File: config.mk
export PLATFORM = sky130hd
export DESIGN_NAME = link_seq_top
export DESIGN_NICKNAME = d
export VERILOG_FILES = /design/src/rtl/link_seq_pkg.sv /design/src/rtl/link_seq_datapath.sv /design/src/rtl/link_seq_ctrl.sv /design/src/rtl/link_seq_top.sv
export SDC_FILE = /design/constraint.sdc
export NUM_CORES = 1
export LEC_CHECK = 0
export BUFFER_PORTS_ARGS = -buffer_cell sky130_fd_sc_hd__buf_2
export CAP_MARGIN = 5
export CORE_MARGIN = 5
export CORE_UTILIZATION = 51
export CTS_CLUSTER_SIZE = 24
export DETAILED_ROUTE_END_ITERATION = 10
export GPL_ROUTABILITY_DRIVEN = 0
export MAX_ROUTING_LAYER = met4
export PLACE_DENSITY_LB_ADDON = 0.25
export RECOVER_POWER = 100
export SYNTH_ARGS = -nofsm -noshare
export SYNTH_HDL_FRONTEND = slang
export SYNTH_HIERARCHICAL = 1
export SYNTH_SLANG_ARGS = --single-unit
File: constraint.sdc
create_clock -name clk -period 2.6 [get_ports clk]
set_clock_uncertainty 0.15 [all_clocks]
set_input_delay 0.26 -clock clk [delete_from_list [all_inputs] [get_ports clk]]
set_output_delay 0.26 -clock clk [all_outputs]
set_load 0.05 [all_outputs]
File: src/rtl/link_seq_pkg.sv
package link_seq_pkg;

  typedef enum logic [1:0] {
    OP_DOWN  = 2'd0,
    OP_UP    = 2'd1,
    OP_CHECK = 2'd2
  } seqOpE;

  typedef enum logic [2:0] {
    ST_IDLE  = 3'd0,
    ST_ISSUE = 3'd1,
    ST_WAIT  = 3'd2,
    ST_POLL  = 3'd3,
    ST_HOLD  = 3'd4
  } seqStateE;

  typedef struct packed {
    logic loadOp;
    logic clrFlags;
    logic clrTick;
    logic incTick;
    logic clrRetry;
    logic incRetry;
    logic clrStep;
    logic incStep;
    logic clrTries;
    logic incTries;
    logic setErr;
    logic setPass;
    logic setFail;
  } seqStrobeT;

  // Register numbers decoded by the link controller
  localparam int unsigned REG_CRC      = 4;
  localparam int unsigned REG_STATUS   = 5;
  localparam int unsigned REG_PHY_CTRL = 7;
  localparam int unsigned REG_SETTINGS = 8;

  // Bit positions decoded by the link controller
  localparam int unsigned BIT_AUTOLINK = 1;
  localparam int unsigned BIT_HOST     = 24;
  localparam int unsigned BIT_CORE_RST = 26;

  // Healthy status word: PHY ready, link present, four violation bits set
  localparam logic [31:0] STATUS_GOOD = 32'h0F00_9000;

  // Bring-down series: index of the last write and of the write before the hold
  localparam int unsigned DOWN_LAST = 4;
  localparam int unsigned DOWN_HOLD = 3;

endpackage

File: src/rtl/link_seq_datapath.sv
module link_seq_datapath
  import link_seq_pkg::*;
#(
  parameter int unsigned ADDR_W        = 8,
  parameter int unsigned DATA_W        = 32,
  parameter int unsigned POLL_WAIT     = 4,
  parameter int unsigned HOLD_CYCLES   = 16,
  parameter int unsigned MAX_RETRY     = 100,
  parameter int unsigned LINK_TRIES    = 100,
  parameter logic [31:0] SETTINGS_BASE = 32'h3000_3510,
  parameter logic [31:0] CTRL_BASE     = 32'h0000_0018
) (
  input  logic              clk,
  input  logic              rstN,
  input  seqStrobeT         strb,
  input  seqOpE             opSel,
  input  logic [DATA_W-1:0] rdData,
  output seqOpE             opCur,
  output logic [ADDR_W-1:0] regAddr,
  output logic [DATA_W-1:0] regWrData,
  output logic              regWrite,
  output logic              waitDone,
  output logic              holdDone,
  output logic              retryLast,
  output logic              triesLast,
  output logic              stepHold,
  output logic              stepLast,
  output logic              statusMatch,
  output logic              passFlag,
  output logic              failFlag,
  output logic              errFlag
);

  localparam int unsigned TICK_MAX = (POLL_WAIT > HOLD_CYCLES) ? POLL_WAIT : HOLD_CYCLES;
  localparam int unsigned TICK_W   = $clog2(TICK_MAX + 1);
  localparam int unsigned RETRY_W  = $clog2(MAX_RETRY + 1);
  localparam int unsigned TRIES_W  = $clog2(LINK_TRIES + 1);
  localparam int unsigned STEP_W   = $clog2(DOWN_LAST + 1);

  logic [TICK_W-1:0]  tickCnt;
  logic [RETRY_W-1:0] retryCnt;
  logic [TRIES_W-1:0] triesCnt;
  logic [STEP_W-1:0]  stepCnt;

  always_ff @(posedge clk) begin
    if (!rstN) begin
      opCur    <= OP_DOWN;
      tickCnt  <= '0;
      retryCnt <= '0;
      triesCnt <= '0;
      stepCnt  <= '0;
      passFlag <= 1'b0;
      failFlag <= 1'b0;
      errFlag  <= 1'b0;
    end else begin
      if (strb.loadOp) opCur <= opSel;

      if (strb.clrTick)      tickCnt <= '0;
      else if (strb.incTick) tickCnt <= tickCnt + 1'b1;

      if (strb.clrRetry)      retryCnt <= '0;
      else if (strb.incRetry) retryCnt <= retryCnt + 1'b1;

      if (strb.clrTries)      triesCnt <= '0;
      else if (strb.incTries) triesCnt <= triesCnt + 1'b1;

      if (strb.clrStep)      stepCnt <= '0;
      else if (strb.incStep) stepCnt <= stepCnt + 1'b1;

      if (strb.clrFlags) begin
        passFlag <= 1'b0;
        failFlag <= 1'b0;
        errFlag  <= 1'b0;
      end else begin
        if (strb.setPass) passFlag <= 1'b1;
        if (strb.setFail) failFlag <= 1'b1;
        if (strb.setErr)  errFlag  <= 1'b1;
      end
    end
  end

  assign waitDone    = (tickCnt == TICK_W'(POLL_WAIT - 1));
  assign holdDone    = (tickCnt == TICK_W'(HOLD_CYCLES - 1));
  assign retryLast   = (retryCnt == RETRY_W'(MAX_RETRY - 1));
  assign triesLast   = (triesCnt == TRIES_W'(LINK_TRIES - 1));
  assign stepHold    = (stepCnt == STEP_W'(DOWN_HOLD));
  assign stepLast    = (stepCnt == STEP_W'(DOWN_LAST));
  assign statusMatch = (rdData == DATA_W'(STATUS_GOOD));

  // Address and data of the access selected by operation and step
  logic [31:0] ctrlRun;
  logic [31:0] ctrlReset;
  logic [31:0] settingsOff;
  logic [31:0] settingsOn;

  always_comb begin
    ctrlRun               = CTRL_BASE;
    ctrlRun[BIT_HOST]     = 1'b1;
    ctrlRun[BIT_CORE_RST] = 1'b0;
    ctrlReset             = ctrlRun;
    ctrlReset[BIT_CORE_RST] = 1'b1;
    settingsOff           = SETTINGS_BASE;
    settingsOff[BIT_AUTOLINK] = 1'b0;
    settingsOn            = SETTINGS_BASE;
    settingsOn[BIT_AUTOLINK]  = 1'b1;
  end

  always_comb begin
    regAddr   = ADDR_W'(REG_STATUS);
    regWrData = '0;
    regWrite  = 1'b0;
    unique case (opCur)
      OP_DOWN: begin
        regWrite = 1'b1;
        unique case (stepCnt)
          STEP_W'(0): begin
            regAddr   = ADDR_W'(REG_SETTINGS);
            regWrData = DATA_W'(settingsOff);
          end
          STEP_W'(1): begin
            regAddr   = ADDR_W'(REG_PHY_CTRL);
            regWrData = DATA_W'(ctrlReset);
          end
          STEP_W'(2): begin
            regAddr   = ADDR_W'(REG_CRC);
            regWrData = '0;
          end
          STEP_W'(3): begin
            regAddr   = ADDR_W'(REG_STATUS);
            regWrData = '0;
          end
          default: begin
            regAddr   = ADDR_W'(REG_PHY_CTRL);
            regWrData = DATA_W'(ctrlRun);
          end
        endcase
      end
      OP_UP: begin
        regWrite  = 1'b1;
        regAddr   = ADDR_W'(REG_SETTINGS);
        regWrData = DATA_W'(settingsOn);
      end
      default: begin
        regWrite  = 1'b0;
        regAddr   = ADDR_W'(REG_STATUS);
        regWrData = '0;
      end
    endcase
  end

  assert_flags_excl_R8: assert property (@(posedge clk) disable iff (!rstN)
    !(passFlag && failFlag));

  assert_pass_only_check_R8: assert property (@(posedge clk) disable iff (!rstN)
    $rose(passFlag) |-> (opCur == OP_CHECK));

  assert_retry_bound_R5: assert property (@(posedge clk) disable iff (!rstN)
    retryCnt < RETRY_W'(MAX_RETRY));

  assert_step_bound_R3: assert property (@(posedge clk) disable iff (!rstN)
    stepCnt <= STEP_W'(DOWN_LAST));

endmodule

File: src/rtl/link_seq_ctrl.sv
module link_seq_ctrl
  import link_seq_pkg::*;
(
  input  logic      clk,
  input  logic      rstN,
  input  logic      downReq,
  input  logic      upReq,
  input  logic      checkReq,
  input  logic      regDone,
  input  logic      regDataRdy,
  input  seqOpE     opCur,
  input  logic      waitDone,
  input  logic      holdDone,
  input  logic      retryLast,
  input  logic      triesLast,
  input  logic      stepHold,
  input  logic      stepLast,
  input  logic      statusMatch,
  output seqStrobeT strb,
  output seqOpE     opSel,
  output logic      regReq,
  output logic      busy
);

  seqStateE state;
  seqStateE stateNext;
  logic     pollOk;

  assign pollOk = regDone && ((opCur != OP_CHECK) || regDataRdy);

  always_ff @(posedge clk) begin
    if (!rstN) state <= ST_IDLE;
    else       state <= stateNext;
  end

  always_comb begin
    strb      = '0;
    stateNext = state;
    opSel     = downReq ? OP_DOWN : (upReq ? OP_UP : OP_CHECK);
    unique case (state)
      ST_IDLE: begin
        if (downReq || upReq || checkReq) begin
          strb.loadOp   = 1'b1;
          strb.clrFlags = 1'b1;
          strb.clrStep  = 1'b1;
          strb.clrTries = 1'b1;
          stateNext     = ST_ISSUE;
        end
      end
      ST_ISSUE: begin
        strb.clrTick  = 1'b1;
        strb.clrRetry = 1'b1;
        stateNext     = ST_WAIT;
      end
      ST_WAIT: begin
        strb.incTick = 1'b1;
        if (waitDone) stateNext = ST_POLL;
      end
      ST_POLL: begin
        strb.clrTick = 1'b1;
        if (!pollOk && !retryLast) begin
          strb.incRetry = 1'b1;
          stateNext     = ST_WAIT;
        end else begin
          if (!pollOk) strb.setErr = 1'b1;
          unique case (opCur)
            OP_DOWN: begin
              if (stepLast) begin
                stateNext = ST_IDLE;
              end else begin
                strb.incStep = 1'b1;
                stateNext    = stepHold ? ST_HOLD : ST_ISSUE;
              end
            end
            OP_UP: stateNext = ST_IDLE;
            default: begin
              if (pollOk && statusMatch) begin
                strb.setPass = 1'b1;
                stateNext    = ST_IDLE;
              end else if (triesLast) begin
                strb.setFail = 1'b1;
                stateNext    = ST_IDLE;
              end else begin
                strb.incTries = 1'b1;
                stateNext     = ST_ISSUE;
              end
            end
          endcase
        end
      end
      ST_HOLD: begin
        strb.incTick = 1'b1;
        if (holdDone) stateNext = ST_ISSUE;
      end
      default: stateNext = ST_IDLE;
    endcase
  end

  assign regReq = (state == ST_ISSUE);
  assign busy   = (state != ST_IDLE);

  assert_req_then_wait_R5: assert property (@(posedge clk) disable iff (!rstN)
    regReq |=> !regReq);

  assert_idle_quiet_R11: assert property (@(posedge clk) disable iff (!rstN)
    !busy |-> !regReq);

  assert_op_kept_R10: assert property (@(posedge clk) disable iff (!rstN)
    busy |=> $stable(opCur));

  assert_accept_busy_R2: assert property (@(posedge clk) disable iff (!rstN)
    (!busy && (downReq || upReq || checkReq)) |=> busy);

endmodule

File: src/rtl/link_seq_top.sv
module link_seq_top
  import link_seq_pkg::*;
#(
  parameter int unsigned ADDR_W        = 8,
  parameter int unsigned DATA_W        = 32,
  parameter int unsigned POLL_WAIT     = 100000,
  parameter int unsigned HOLD_CYCLES   = 500000,
  parameter int unsigned MAX_RETRY     = 100,
  parameter int unsigned LINK_TRIES    = 100,
  parameter logic [31:0] SETTINGS_BASE = 32'h3000_3510,
  parameter logic [31:0] CTRL_BASE     = 32'h0000_0018
) (
  input  logic              clk,
  input  logic              rstN,
  input  logic              downReq,
  input  logic              upReq,
  input  logic              checkReq,
  input  logic              regDone,
  input  logic              regDataRdy,
  input  logic [DATA_W-1:0] regRdData,
  output logic              regReq,
  output logic              regWrite,
  output logic [ADDR_W-1:0] regAddr,
  output logic [DATA_W-1:0] regWrData,
  output logic              busy,
  output logic              linkPass,
  output logic              linkFail,
  output logic              timeoutErr
);

  seqStrobeT strb;
  seqOpE     opSel;
  seqOpE     opCur;
  logic      waitDone;
  logic      holdDone;
  logic      retryLast;
  logic      triesLast;
  logic      stepHold;
  logic      stepLast;
  logic      statusMatch;

  link_seq_ctrl u_ctrl (
    .clk         (clk),
    .rstN        (rstN),
    .downReq     (downReq),
    .upReq       (upReq),
    .checkReq    (checkReq),
    .regDone     (regDone),
    .regDataRdy  (regDataRdy),
    .opCur       (opCur),
    .waitDone    (waitDone),
    .holdDone    (holdDone),
    .retryLast   (retryLast),
    .triesLast   (triesLast),
    .stepHold    (stepHold),
    .stepLast    (stepLast),
    .statusMatch (statusMatch),
    .strb        (strb),
    .opSel       (opSel),
    .regReq      (regReq),
    .busy        (busy)
  );

  link_seq_datapath #(
    .ADDR_W        (ADDR_W),
    .DATA_W        (DATA_W),
    .POLL_WAIT     (POLL_WAIT),
    .HOLD_CYCLES   (HOLD_CYCLES),
    .MAX_RETRY     (MAX_RETRY),
    .LINK_TRIES    (LINK_TRIES),
    .SETTINGS_BASE (SETTINGS_BASE),
    .CTRL_BASE     (CTRL_BASE)
  ) u_dp (
    .clk         (clk),
    .rstN        (rstN),
    .strb        (strb),
    .opSel       (opSel),
    .rdData      (regRdData),
    .opCur       (opCur),
    .regAddr     (regAddr),
    .regWrData   (regWrData),
    .regWrite    (regWrite),
    .waitDone    (waitDone),
    .holdDone    (holdDone),
    .retryLast   (retryLast),
    .triesLast   (triesLast),
    .stepHold    (stepHold),
    .stepLast    (stepLast),
    .statusMatch (statusMatch),
    .passFlag    (linkPass),
    .failFlag    (linkFail),
    .errFlag     (timeoutErr)
  );

  assert_err_sticky_R6: assert property (@(posedge clk) disable iff (!rstN)
    (timeoutErr && busy) |=> timeoutErr);

endmodule

==> run metrics <==
first-pass GRT wire length 8650 µm; Hold-fix buffers, CTS 0; die height ~80 µm; fin util 57.9%; placed instance area 2900 µm²; setup_tns 0 ns; share of the synthesized area in the top cell type approximately a third; Worst-Skew Late Latency ~0.3 ns; worst slack, placed 0.146 ns; CP Data Arrival Time 2.48 ns; width of the chip between 80 and 90 µm; layout cells sized above 1 17.6%; effective utilization at floorplan a little over half; Max VDD drop roughly 350 µV; min-delay src rstN; initial antenna violation count 0; antenna fix cells 0; Num CTS Buffers 5; CTS sink cnt between 40 and 50; clock-pin slew on the worst setup and hold paths roughly 0.08 ns; htree depth 2; DRT iter0 DRCs 86; Hold WC Path Type in -> reg; hold path depth 2; dpl cells between 400 and 500; Final ANT Viol Nets 0; gr ovfl total 0; via count about 2300; Slew headroom roughly 57%; WL/cell between 10 and 15 µm; R2R Path End u_dp/triesCnt[6]; Tmin final 2.40 ns; largest net degree at the start of global routing 20; Synth Instances approximately 320; CP Capture Type flip-flop; top area cells in the synthesized netlist dfxtp_1 33%, buf_4 11%, nor2_1 6.5%, ha_1 3.8%, xor2_1 3.6%; register area about 880 µm²; Post-DP HPWL 4420 µm; Post-CTS Resized 0; final instance area just under 3000 µm²; gr usage total 16.7%; setup slack after layout 0.198 ns; Ys Warns 6; FILL cells between 500 and 600; Yosys reg bits between 40 and 50; Layout area overhead 10.3%; slowest cell on the critical path a2111o_1; crit path from u_dp/retryCnt[2]; worst-margin pin slew around 0.64 ns; CTS tree yes; fmax around 420 MHz; cell chain of the critical path nor4b_1 > and3_1 > a21oi_1 > a2111o_1 > inv_1 > nand4_1 > or3_1 > a21oi_1; CP Data Required Time 2.67 ns; Std-Cell Rows 26; number of cells on the worst reg-to-reg path 8; Worst Path Class, Setup reg -> reg; Synth cell types 50; dominant cell type by area after synthesis dfxtp_1; area of the multi-input gates 1540 µm²; Hold EP u_ctrl/state[1]; vias in the first global route approximately 2100; Startpoint Class flip-flop; drt first pass iters 4; DRC 0; RSZ-0062 raised after global routing false; status completed; CP dominant cell by count a21oi_1; via/cell ratio about 5.1; average cell area after synthesis ~8.4 µm²; IO buf count 59; Root Buffer clkbuf_8; non-filler cells, final ~450; static leakage approximately 1.1 nW; Syn Std Cell Area about 2700 µm²; # IOs 85; area of the die roughly 6800 µm²; Seq/Total Area, Yosys about 33%; Final Hold Vio Count 0; post-route clock period utilization between 90% and 100%; Core Area ~5000 µm²; Slew Viols, Final 0; Max-cap violations 0; final setup vio count 0; max incr delay on CP approximately 0.38 ns; Power per Cell Area roughly 540 nW/µm²; clock buffer depth 2; Post-CTS Setup Repair Bufs 0; R2R Setup Slk between 0.15 and 0.2 ns; final WL roughly 5500 µm; worst r2r src u_dp/retryCnt[2]; worst-path fanout max 5; final net count about 420
## placed cells by master (no fill, tap or decap), types with 6 or more instances in the layout
master     n
a21oi_1   14
buf_2     38
clkbuf_1  21
conb_1    25
dfxtp_1   44
ha_1       8
inv_1      8
mux2i_1    6
nand2_1   14
nand2b_1   7
nand3_1    8
nand4_1   13
nor2_1    46
nor2b_1    8
nor3_1     6
nor4_1     8
nor4b_1    7
o21ai_0   10
or3_1      8
xnor2_1   10
xor2_1    11
## kinds of logic after synthesis
kind of cell / share of synthesized area (%)
and+or+nand+nor: 32.6
buffers and inverters: 13.0
DFF: 33.1
AOI/OAI and AO/OA: 7.84
xor gates and xnor gates: 6.90
adders and majority gates: 3.76
muxes: 2.68
other: 0.141
## how the worst max path moves through the flow
stage | to | slack (ns)
3_3_place_gp | u_dp/triesCnt[6] | 0.23
2_1_floorplan | u_dp/retryCnt[5] | 0.14
3_5_place_dp | u_dp/triesCnt[6] | 0.15
4_1_cts | u_dp/triesCnt[6] | 0.19
6_report | u_dp/triesCnt[6] | 0.20
5_1_grt | u_dp/triesCnt[6] | 0.04
## where the power goes
part / total, mW / leakage (nW) / switching (mW) / internal (mW)
clock network: 0.402 / 0.0400 / 0.220 / 0.182
registers: 0.710 / 0.355 / 0.0203 / 0.690
logic: 0.485 / 0.747 / 0.363 / 0.123
## per-layer routing
metal	vias to the layer above	global-route usage, %	wire length, µm
met5	-	-	0
met4	0	5.48	67
met3	9	5.31	434
met2	57	28.8	2660
met1	1026	18.2	2330
li1	1175	-	-
## metrics by stage
| stage | hold WS (ns) | total power, mW |
|---|---|---|
| after floorplan | 0.228 | 1.20 |
| after global placement | 0.297 | 1.23 |
| after detailed placement | 0.311 | 1.23 |
| after CTS | 0.142 | 1.64 |
| after global routing | 0.140 | 1.70 |
| final | 0.144 | 1.60 |
## cell usage after synthesis (all sizes together)
library cell   n
nand2b         7
nand3b         2
and4b          1
a31oi          1
or2            1
xnor2         10
or4            5
and4           2
o31ai          3
xor2          11
or3b           1
inv            8
or2b           2
conb           1
and3           6
o211ai         1
o31a           1
ha             8
nor4           8
a211oi         1
nand3          9
a31o           1
a21oi         14
nor3           6
nand2         14
nor4b          8
o21ai         10
a32oi          1
or3            9
nor3b          1
o21a           1
clkbuf         3
a2111o         1
buf           38
mux2i          6
dfxtp         44
nand4         14
and2           3
mux2           1
nor2          46
nor2b          8
## flip-flops by register name (all words and copies together) (netlist names)
signal         count
u_dp/retryCnt      7
u_dp/triesCnt      7
u_ctrl/state       3
u_dp/opCur         2
u_dp/tickCnt      19
u_dp/failFlag      1
u_dp/stepCnt       3
u_dp/errFlag       1
u_dp/passFlag      1
## critical path, delay by kind of cell, from the launching register on
| family | cells | cell delay, ns |
|---|---|---|
| AO/OA/AOI/OAI | 3 | 0.60 |
| buffers and inverters | 1 | 0.17 |
| flip-flops | 1 | 0.35 |
| AND/OR/NAND/NOR | 4 | 1.07 |
## final cells by class
cell class | instances | share of cell area, %
Multi-Input combinational cell | 249 | 52.2
Sequential cell | 44 | 30.0
Timing Repair Buffer | 68 | 11.0
Tap cell | 70 | 2.98
Clock buffer | 5 | 2.34
Inverter | 8 | 1.02
Clock inverter | 2 | 0.426
(Power assumes the default switching activity.)
